## config.mk

```make
export PLATFORM = sky130hd
export DESIGN_NAME = ccd_seq_top
export DESIGN_NICKNAME = d
export VERILOG_FILES = /design/src/rtl/ccd_seq_pkg.sv /design/src/rtl/ccd_vclk_gen.sv /design/src/rtl/ccd_hclk_gen.sv /design/src/rtl/ccd_seq_top.sv
export SDC_FILE = /design/constraint.sdc
export NUM_CORES = 1
export LEC_CHECK = 0
export ABC_AREA = 1
export BUFFER_PORTS_ARGS = -buffer_cell sky130_fd_sc_hd__buf_2
export CAP_MARGIN = 20
export CORE_UTILIZATION = 52
export DETAILED_ROUTE_END_ITERATION = 8
export PLACE_DENSITY = 0.7
export SLEW_MARGIN = 25
export SYNTH_ARGS = -nofsm -noshare
export SYNTH_HDL_FRONTEND = slang
export SYNTH_SLANG_ARGS = --single-unit
```

## constraint.sdc

```tcl
create_clock -name clk -period 8.5 [get_ports clk]
set_clock_uncertainty 0.1 [all_clocks]
set_input_delay 1.7 -clock clk [delete_from_list [all_inputs] [get_ports clk]]
set_output_delay 1.7 -clock clk [all_outputs]
set_load 0.01 [all_outputs]
```

## src/rtl/ccd_seq_pkg.sv

```systemverilog
package ccd_seq_pkg;

    typedef enum logic [2:0] {
        SQ_IDLE,
        SQ_FLUSH,
        SQ_INTEG,
        SQ_VXFER,
        SQ_HSETUP,
        SQ_HSHIFT,
        SQ_DONE
    } seq_state_t;

    typedef struct packed {
        logic v1;
        logic v2;
    } vclk_t;

    typedef struct packed {
        logic h1;
        logic h2;
        logic hl;
        logic rg;
        logic clamp;
        logic sample;
    } hclk_t;

    // number of pixel phases with h1 high
    function automatic int h1_high_phases(input int pix_cyc);
        return (pix_cyc + 1) / 2;
    endfunction

endpackage

```

## src/rtl/ccd_vclk_gen.sv

```systemverilog
module ccd_vclk_gen
    import ccd_seq_pkg::*;
#(
    parameter int VHIGH_CYC = 1000,
    parameter int CNT_W     = 25
) (
    input  logic             clk,
    input  logic             rst,
    input  logic             active,
    input  logic [CNT_W-1:0] t,
    output vclk_t            vc
);
    localparam logic [CNT_W-1:0] Q1 = CNT_W'(VHIGH_CYC / 4);
    localparam logic [CNT_W-1:0] Q2 = CNT_W'(2 * (VHIGH_CYC / 4));
    localparam logic [CNT_W-1:0] Q3 = CNT_W'(3 * (VHIGH_CYC / 4));

    always_comb begin
        vc.v1 = active && (t < Q2);
        vc.v2 = active && (t >= Q1) && (t < Q3);
    end


    v2_rise_in_v1_chk: assert property (@(posedge clk) disable iff (rst)
        $rose(vc.v2) |-> vc.v1);

    v1_rise_v2_low_chk: assert property (@(posedge clk) disable iff (rst)
        $rose(vc.v1) |-> !vc.v2);

endmodule

```

## src/rtl/ccd_hclk_gen.sv

```systemverilog
module ccd_hclk_gen
    import ccd_seq_pkg::*;
#(
    parameter int PIX_CYC = 5,
    parameter int PH_W    = 3,
    parameter int GRP_W   = 2,
    parameter int BIN     = 3
) (
    input  logic             clk,
    input  logic             rst,
    input  logic             active,
    input  logic             flushing,
    input  logic             binned,
    input  logic [PH_W-1:0]  ph,
    input  logic [GRP_W-1:0] grp,
    input  logic             last_pix,
    output hclk_t            hc
);
    localparam logic [PH_W-1:0]  H1_PH   = PH_W'(h1_high_phases(PIX_CYC));
    localparam logic [PH_W-1:0]  LAST_PH = PH_W'(PIX_CYC - 1);
    localparam logic [GRP_W-1:0] GRP_END = GRP_W'(BIN - 1);

    logic grp_first, grp_close;

    always_comb begin
        grp_first = !binned || (grp == '0);
        grp_close = !binned || (grp == GRP_END) || last_pix;
        hc.h1     = !active || (ph < H1_PH);
        hc.h2     = !hc.h1;
        hc.hl     = hc.h1;
        hc.rg     = active && (ph == '0) && (flushing || grp_first);
        hc.clamp  = active && !flushing && (ph == PH_W'(1)) && grp_first;
        hc.sample = active && !flushing && (ph == LAST_PH) && grp_close;
    end


    rg_before_dump_chk: assert property (@(posedge clk) disable iff (rst)
        hc.rg |-> hc.hl);

    sample_after_dump_chk: assert property (@(posedge clk) disable iff (rst)
        hc.sample |-> !hc.hl);

    clamp_after_rg_chk: assert property (@(posedge clk) disable iff (rst)
        hc.clamp |-> $past(hc.rg));

endmodule

```

## src/rtl/ccd_seq_top.sv

```systemverilog
module ccd_seq_top
    import ccd_seq_pkg::*;
#(
    parameter int PIX_CYC      = 5,
    parameter int VHIGH_CYC    = 1000,
    parameter int HSETUP_CYC   = 500,
    parameter int PIX_PER_LINE = 1546,
    parameter int LINES        = 1536,
    parameter int BIN          = 3,
    parameter int INT_W        = 24
) (
    input  logic             clk,
    input  logic             rst,
    input  logic             start,
    input  logic             bin_mode,
    input  logic [INT_W-1:0] int_len,
    output logic             v1,
    output logic             v2,
    output logic             h1,
    output logic             h2,
    output logic             hl,
    output logic             rg,
    output logic             clamp,
    output logic             sample,
    output logic             busy,
    output logic             line_start,
    output logic             frame_end
);
    localparam int CNT_W = INT_W + 1;
    localparam int PH_W  = (PIX_CYC > 2) ? $clog2(PIX_CYC) : 1;
    localparam int PIX_W = (PIX_PER_LINE > 2) ? $clog2(PIX_PER_LINE) : 1;
    localparam int LN_W  = (LINES > 2) ? $clog2(LINES) : 1;
    localparam int GRP_W = (BIN > 2) ? $clog2(BIN) : 1;
    localparam logic [CNT_W-1:0] V_END  = CNT_W'(VHIGH_CYC - 1);
    localparam logic [CNT_W-1:0] HS_END = CNT_W'(HSETUP_CYC - 1);
    localparam logic [PH_W-1:0]  PH_END = PH_W'(PIX_CYC - 1);
    localparam logic [PIX_W-1:0] PX_END = PIX_W'(PIX_PER_LINE - 1);
    localparam logic [GRP_W-1:0] G_END  = GRP_W'(BIN - 1);
    localparam logic [LN_W-1:0]  FULL_LAST = LN_W'(LINES - 1);
    localparam logic [LN_W-1:0]  BIN_LAST  = LN_W'(LINES / BIN - 1);

    seq_state_t       state;
    logic [CNT_W-1:0] cnt;
    logic [PH_W-1:0]  ph;
    logic [PIX_W-1:0] pix;
    logic [GRP_W-1:0] grp;
    logic [GRP_W-1:0] vsub;
    logic [LN_W-1:0]  line;
    logic [INT_W-1:0] int_q;
    logic             bin_q;
    logic             flushing;
    logic [LN_W-1:0]  last_line;
    logic             more_vxfer;
    logic             integ_end;
    vclk_t            vc;
    hclk_t            hc;

    always_comb begin
        last_line  = (flushing || !bin_q) ? FULL_LAST : BIN_LAST;
        more_vxfer = !flushing && bin_q && (vsub != G_END);
        integ_end  = (cnt + CNT_W'(1)) >= {1'b0, int_q};
    end

    always_ff @(posedge clk) begin
        if (rst) begin
            state    <= SQ_IDLE;
            cnt      <= '0;
            ph       <= '0;
            pix      <= '0;
            grp      <= '0;
            vsub     <= '0;
            line     <= '0;
            int_q    <= '0;
            bin_q    <= 1'b0;
            flushing <= 1'b0;
        end else begin
            unique case (state)
                SQ_IDLE: if (start) begin
                    state    <= SQ_FLUSH;
                    bin_q    <= bin_mode;
                    int_q    <= int_len;
                    flushing <= 1'b1;
                    line     <= '0;
                end
                SQ_FLUSH: begin
                    state <= SQ_VXFER;
                    cnt   <= '0;
                    vsub  <= '0;
                end
                SQ_VXFER: begin
                    if (cnt == V_END) begin
                        cnt <= '0;
                        if (more_vxfer) vsub <= vsub + GRP_W'(1);
                        else            state <= SQ_HSETUP;
                    end else begin
                        cnt <= cnt + CNT_W'(1);
                    end
                end
                SQ_HSETUP: begin
                    if (cnt == HS_END) begin
                        state <= SQ_HSHIFT;
                        cnt   <= '0;
                        ph    <= '0;
                        pix   <= '0;
                        grp   <= '0;
                    end else begin
                        cnt <= cnt + CNT_W'(1);
                    end
                end
                SQ_HSHIFT: begin
                    if (ph == PH_END) begin
                        ph <= '0;
                        if (pix == PX_END) begin
                            cnt  <= '0;
                            vsub <= '0;
                            if (line == last_line) begin
                                line <= '0;
                                if (flushing) begin
                                    state    <= SQ_INTEG;
                                    flushing <= 1'b0;
                                end else begin
                                    state <= SQ_DONE;
                                end
                            end else begin
                                line  <= line + LN_W'(1);
                                state <= SQ_VXFER;
                            end
                        end else begin
                            pix <= pix + PIX_W'(1);
                            grp <= (grp == G_END) ? '0 : grp + GRP_W'(1);
                        end
                    end else begin
                        ph <= ph + PH_W'(1);
                    end
                end
                SQ_INTEG: begin
                    if (integ_end) begin
                        state <= SQ_VXFER;
                        cnt   <= '0;
                        vsub  <= '0;
                    end else begin
                        cnt <= cnt + CNT_W'(1);
                    end
                end
                SQ_DONE: state <= SQ_IDLE;
                default: state <= SQ_IDLE;
            endcase
        end
    end

    ccd_vclk_gen #(
        .VHIGH_CYC (VHIGH_CYC),
        .CNT_W     (CNT_W)
    ) vclk_i (
        .clk    (clk),
        .rst    (rst),
        .active (state == SQ_VXFER),
        .t      (cnt),
        .vc     (vc)
    );

    ccd_hclk_gen #(
        .PIX_CYC (PIX_CYC),
        .PH_W    (PH_W),
        .GRP_W   (GRP_W),
        .BIN     (BIN)
    ) hclk_i (
        .clk      (clk),
        .rst      (rst),
        .active   (state == SQ_HSHIFT),
        .flushing (flushing),
        .binned   (bin_q),
        .ph       (ph),
        .grp      (grp),
        .last_pix (pix == PX_END),
        .hc       (hc)
    );

    always_comb begin
        v1         = vc.v1;
        v2         = vc.v2;
        h1         = hc.h1;
        h2         = hc.h2;
        hl         = hc.hl;
        rg         = hc.rg;
        clamp      = hc.clamp;
        sample     = hc.sample;
        busy       = (state != SQ_IDLE);
        line_start = (state == SQ_HSHIFT) && !flushing && (ph == '0) && (pix == '0);
        frame_end  = (state == SQ_DONE);
    end


    integ_vlow_chk: assert property (@(posedge clk) disable iff (rst)
        (state == SQ_INTEG) |-> (!v1 && !v2));

    v2_fall_h1_high_chk: assert property (@(posedge clk) disable iff (rst)
        $fell(v2) |-> h1);

    start_busy_ignored_chk: assert property (@(posedge clk) disable iff (rst)
        (busy && start) |=> (state != SQ_FLUSH));

    end_goes_idle_chk: assert property (@(posedge clk) disable iff (rst)
        frame_end |=> !busy);

endmodule

```

Word-level counts from Yosys, hierarchy flattened --
Cells that the tools add are included.
Storage, ports and cells: bits in registers 83, input bits 28, output and inout bits 11, word-level logic and storage cells 131
Cells by class: $add $sub $neg 6, magnitude comparators 5, equality and inequality tests 24, muxes and demuxes 45, reductions and logical operators 41
Operators with widths (count):
- $mux 25 | 5
- $pmux 25 s5 | 1
- $mux 11 | 8
- $pmux 11 s2 | 2
- $mux 3 | 11
- $add 25x1->25 const B | 1
- $eq 25x10->1 const B | 1
- $eq 25x9->1 const B | 1
- $ge 25x24->1 | 1
- $ge 25x8->1 const B | 1
- $lt 25x10->1 const B | 1
- $lt 25x9->1 const B | 1
- $add 11x1->11 const B | 2
- $ne 2x2->1 const B | 11
- $mux 2 | 9
- $pmux 3 s6 | 1
- $logic_and 1x1->1 | 14
- $eq 3x3->1 const B | 4
- $eq 11x11->1 | 1
- $eq 11x11->1 const B | 1
- $logic_not 11->1 | 1
- $pmux 2 s4 | 1
- $reduce_and 4->1 | 2
- $reduce_and 7->1 | 1
- 22 further kinds | 39

Logic depth before layout (Yosys ltp) --
depth in word-level cells 8, depth in mapped cells 23, mapped depth without buffers 23

Hierarchy --
A second synthesis with hierarchy kept.
Unflattened totals: cell total of the unflattened synthesis 850, area total of the unflattened synthesis 5620.4 µm²
Modules (own cells, without submodules):
- ccd_seq_top | instances 1, cells an instance 770, area an instance 5241.3 µm², seq. area each 1661.6 µm²
- ccd_vclk_gen | instances 1, cells an instance 49, area an instance 249.0 µm², seq. area each 0.0 µm²
- ccd_hclk_gen | instances 1, cells an instance 31, area an instance 130.1 µm², seq. area each 0.0 µm²

Worst setup path before layout --
OpenSTA, ideal clock, no wires.
path type register -> output, from register state[0], to output port v1, data arrival time 1.442 ns, setup slack 5.258 ns, stages on the path, launching flop included 7, cell sequence dfxtp_1 -> nand2_1 -> nor2_1 -> inv_1 -> nor4_1 -> o41ai_1 -> nor4_1
Between the ends: cells in the longest elaborated chain, start to end 2
Ends and longest elaborated chain:
- start: declaration | line ccd_seq_top.sv:42 | seq_state_t state;
- start signal: assignment | line ccd_seq_top.sv:66 | state <= SQ_IDLE;
- start signal: assignment | line ccd_seq_top.sv:79 | state <= SQ_FLUSH;
- start signal: assignment | line ccd_seq_top.sv:86 | state <= SQ_VXFER;
- $eq 3x2->1 | line ccd_seq_top.sv:157 | .active (state == SQ_VXFER),
- $logic_and 1x1->1 | line ccd_vclk_gen.sv:18 | vc.v1 = active && (t < Q2);
- end: declaration | line ccd_seq_top.sv:17 | output logic v1,
No other way between the ends.

Final worst setup path --
from register state[2], to output port h1
Between the ends: cells in the longest elaborated chain, start to end 3
Ends and longest elaborated chain:
- $eq 3x3->1 | line ccd_seq_top.sv:170 | .active (state == SQ_HSHIFT),
- $logic_not 1->1 | line ccd_hclk_gen.sv:28 | hc.h1 = !active || (ph < H1_PH);
- $logic_or 1x1->1 | line ccd_hclk_gen.sv:28
- end: declaration | line ccd_seq_top.sv:19 | output logic h1,
No other way between the ends.

==> qor.csv <==
metric;value;unit
p_int;0.000749;W
ctsHoldBuffers;0;
io_pins;39;
synth_edf_count;0;
grt_max_degree;40;
cts_setup_buffers;0;
synth_top_family_by_area;simple AND/OR/NAND/NOR gates;
antenna_found_initial;0;
synthMuxAreaShare;0;
synthTopCellsByArea;dfxtp_1 32%, nand2_1 11%, ha_1 8.0%, inv_1 7.0%, a21oi_1 6.8%;
outcome;finished clean;
clockRootBuffer;clkbuf_8;
p_sw_frac;0.390;
die_h;102;um
dpl.hpwl;8950;um
cts_tree;yes;
routabilityCongestion;0.892;
synth_xor_xnor_area_share;0.0507;
whs;0.363;ns
gr-total-overflow;0;
maxCapViolCount;0;
ir_worst_vdd;0.136;mV
maxSlewHeadroom;0.440;
antenna_left;0;
rows;36;
report.final.slew_viol_count;0;
regArea;1660;sq um
routed_wl;12100;um
seqPwrFrac;0.381;
avgSynthCellArea;6.88;sq um
portBuffers;38;
syn_to_final_growth;8.68;%
multi_input_area;2990;sq um
drtIter0Drc;227;
yosysUniqueCellTypes;42;
worstMarginPinSlew;0.839;ns
via_per_inst;5.32;
fill_cells;928;
drcViolationCount;0;
diodes;0;
die_x;102;um
worstSetupPathType;reg -> out;
report.power.total;0.00123;W
synthSimpleGateAreaFrac;0.304;
crit_arrival;2.53;ns
synthFlopType;dfxtp_1;
cts_resized;0;
first_pass_iters;5;
cp-start-kind;register;
cts_inserted_buffers;9;
coreArea;9730;sq um
synthAdderAreaFrac;0.0796;
ys_seq_elements;83;
cts.sinks;83;
p_sw;0.000479;W
yosysSeqAreaShare;0.320;
synth_area;5190;sq um
setup_viol;0;
hold_violations;0;
pwr-share-clk;0.262;
leakage;2.29;nW
grt_pass1_vias;4479;
synth.largest_area_cell;dfxtp_1;
nNetsFinal;839;
async_reset_ff_frac;0;
drive_gt1_frac;0.126;
min_path_type;reg -> reg;
htree_num_levels;3;
rsz0062_at_grt;false;
grt_use_total;0.247;
pre_cts_slack;4.60;ns
die-area;10400;sq um
start_util;0.533;
synth-compound-area-share;0.142;
vias;4876;
powerDensity;218;nW/um^2
cts_max_path_buffers;2;
min_period;4.33;ns
finalCritPeriodShare;0.509;
clk_transition_reported_paths;0.08;ns
max_freq;0.231;GHz
worst_setup_path_end_kind;primary output;
wl_per_cell;13.2;um
finalWorstSetupSlack;4.17;ns
finalSetupTns;0;ns
crit_required;6.70;ns
critical_path.max_fanout;11;
syn_nets;815;
netlist_instances;754;
p_comb_frac;0.357;
grt_pass1_wl;20100;um
postLayoutCoreUtil;0.579;
ys.warnings.count;0;
yosysTopAreaCellShare;0.320;
clk_latency;0.36;ns
[per-layer routing]
metal | vias up | part of all wire | routed length (um) | global-route usage
met2 | 101 | 0.46 | 5540 | 0.424
li1 | 2506 | - | - | -
met5 | - | 0 | 0 | 0
met1 | 2241 | 0.48 | 5750 | 0.306
met4 | 0 | 0.025 | 304 | 0.108
met3 | 28 | 0.040 | 483 | 0.0397
[registers in the layout, indices dropped and copies added (netlist names), 2 cells and up]
| signal | cells |
|---|---|
| cnt | 25 |
| state | 3 |
| ph | 3 |
| grp | 2 |
| line | 11 |
| vsub | 2 |
| pix | 11 |
| int_q | 24 |
[area by class of cell]
cell class / instances / area share
flip-flops and latches: 83 / 0.295
inverters: 105 / 0.0699
well taps: 133 / 0.0295
clock buffers: 12 / 0.0275
repair buffers: 39 / 0.0351
clock inverters: 4 / 0.0129
multi-input cells: 540 / 0.530
[path summary, 6_finish.rpt]
kind,from,endpoint,slack (ns),depth (start not counted)
setup / recovery,state[2],h1,4.17,6
hold / removal,int_q[11],int_q[11],0.36,2
setup reg to reg,cnt[0],cnt[0],4.76,21
hold reg to reg,int_q[11],int_q[11],0.36,2
[layout by cell type (no fill, tap or decap), drive strengths merged]
| cell type | count |
|---|---|
| o21bai | 1 |
| o41ai | 1 |
| nand3b | 2 |
| a31oi | 2 |
| nor3 | 27 |
| clkinvlp | 1 |
| a21o | 2 |
| a221oi | 3 |
| o21ai | 38 |
| xnor2 | 2 |
| dfxtp | 83 |
| xor2 | 28 |
| o21a | 1 |
| buf | 39 |
| ha | 33 |
| inv | 104 |
| o2111ai | 2 |
| nand2 | 168 |
| a21oi | 79 |
| or2 | 5 |
| clkinv | 2 |
| clkbuf | 12 |
| a211oi | 2 |
| nand4 | 18 |
| o31ai | 1 |
| nand3 | 37 |
| nor2 | 76 |
| bufinv | 2 |
| nor3b | 3 |
| nor4 | 9 |
[cell families after synthesis]
kind of cell	Yosys count
AO/OA/AOI/OAI	132
adder cells (fa/ha/maj)	33
AND/OR/NAND/NOR	345
XOR/XNOR	30
flip-flops	83
buffers and inverters	131
[Yosys cell counts (3+ instances only)]
master and number:
clkbuf_1 12, inv_1 97, o21ai_0 37, buf_2 8
a21oi_2 9, xor2_1 28, nor2_1 72, nand2_1 155
nor3_1 24, a21oi_1 70, nor4_1 8, ha_1 33
nor3_2 3, nand2_2 11, or2_2 4, nand3_2 3
nand3_1 34, a221oi_1 3, nand4_1 18, dfxtp_1 83
nor3b_1 3, buf_4 4, nor2_4 3, inv_2 7
[power groups by stage]
stage                     combinational, W  sequential, W  clock, W
after CTS                         0.000441       0.000468  0.000330
after global placement            0.000425       0.000475         0
final                             0.000439       0.000468  0.000322
after detailed placement          0.000439       0.000477         0
after global routing              0.000503       0.000473  0.000347
after floorplan                   0.000351       0.000469         0
[per-stage QoR]
stage	cell area [sq um]	cells
after detailed placement	5410	900
after global routing	5640	916
after floorplan	5190	754
after CTS	5640	916
final	5640	916
after global placement	5410	900
[worst max-delay path, stage by stage (launching register included)]
cell and delay, ns:
dfxtp_1 0.43, inv_1 0.12, nor2_1 0.66, clkinv_1 0.52
nor2_1 0.23, inv_1 0.07, buf_2 0.14
(Power assumes the default switching activity.)
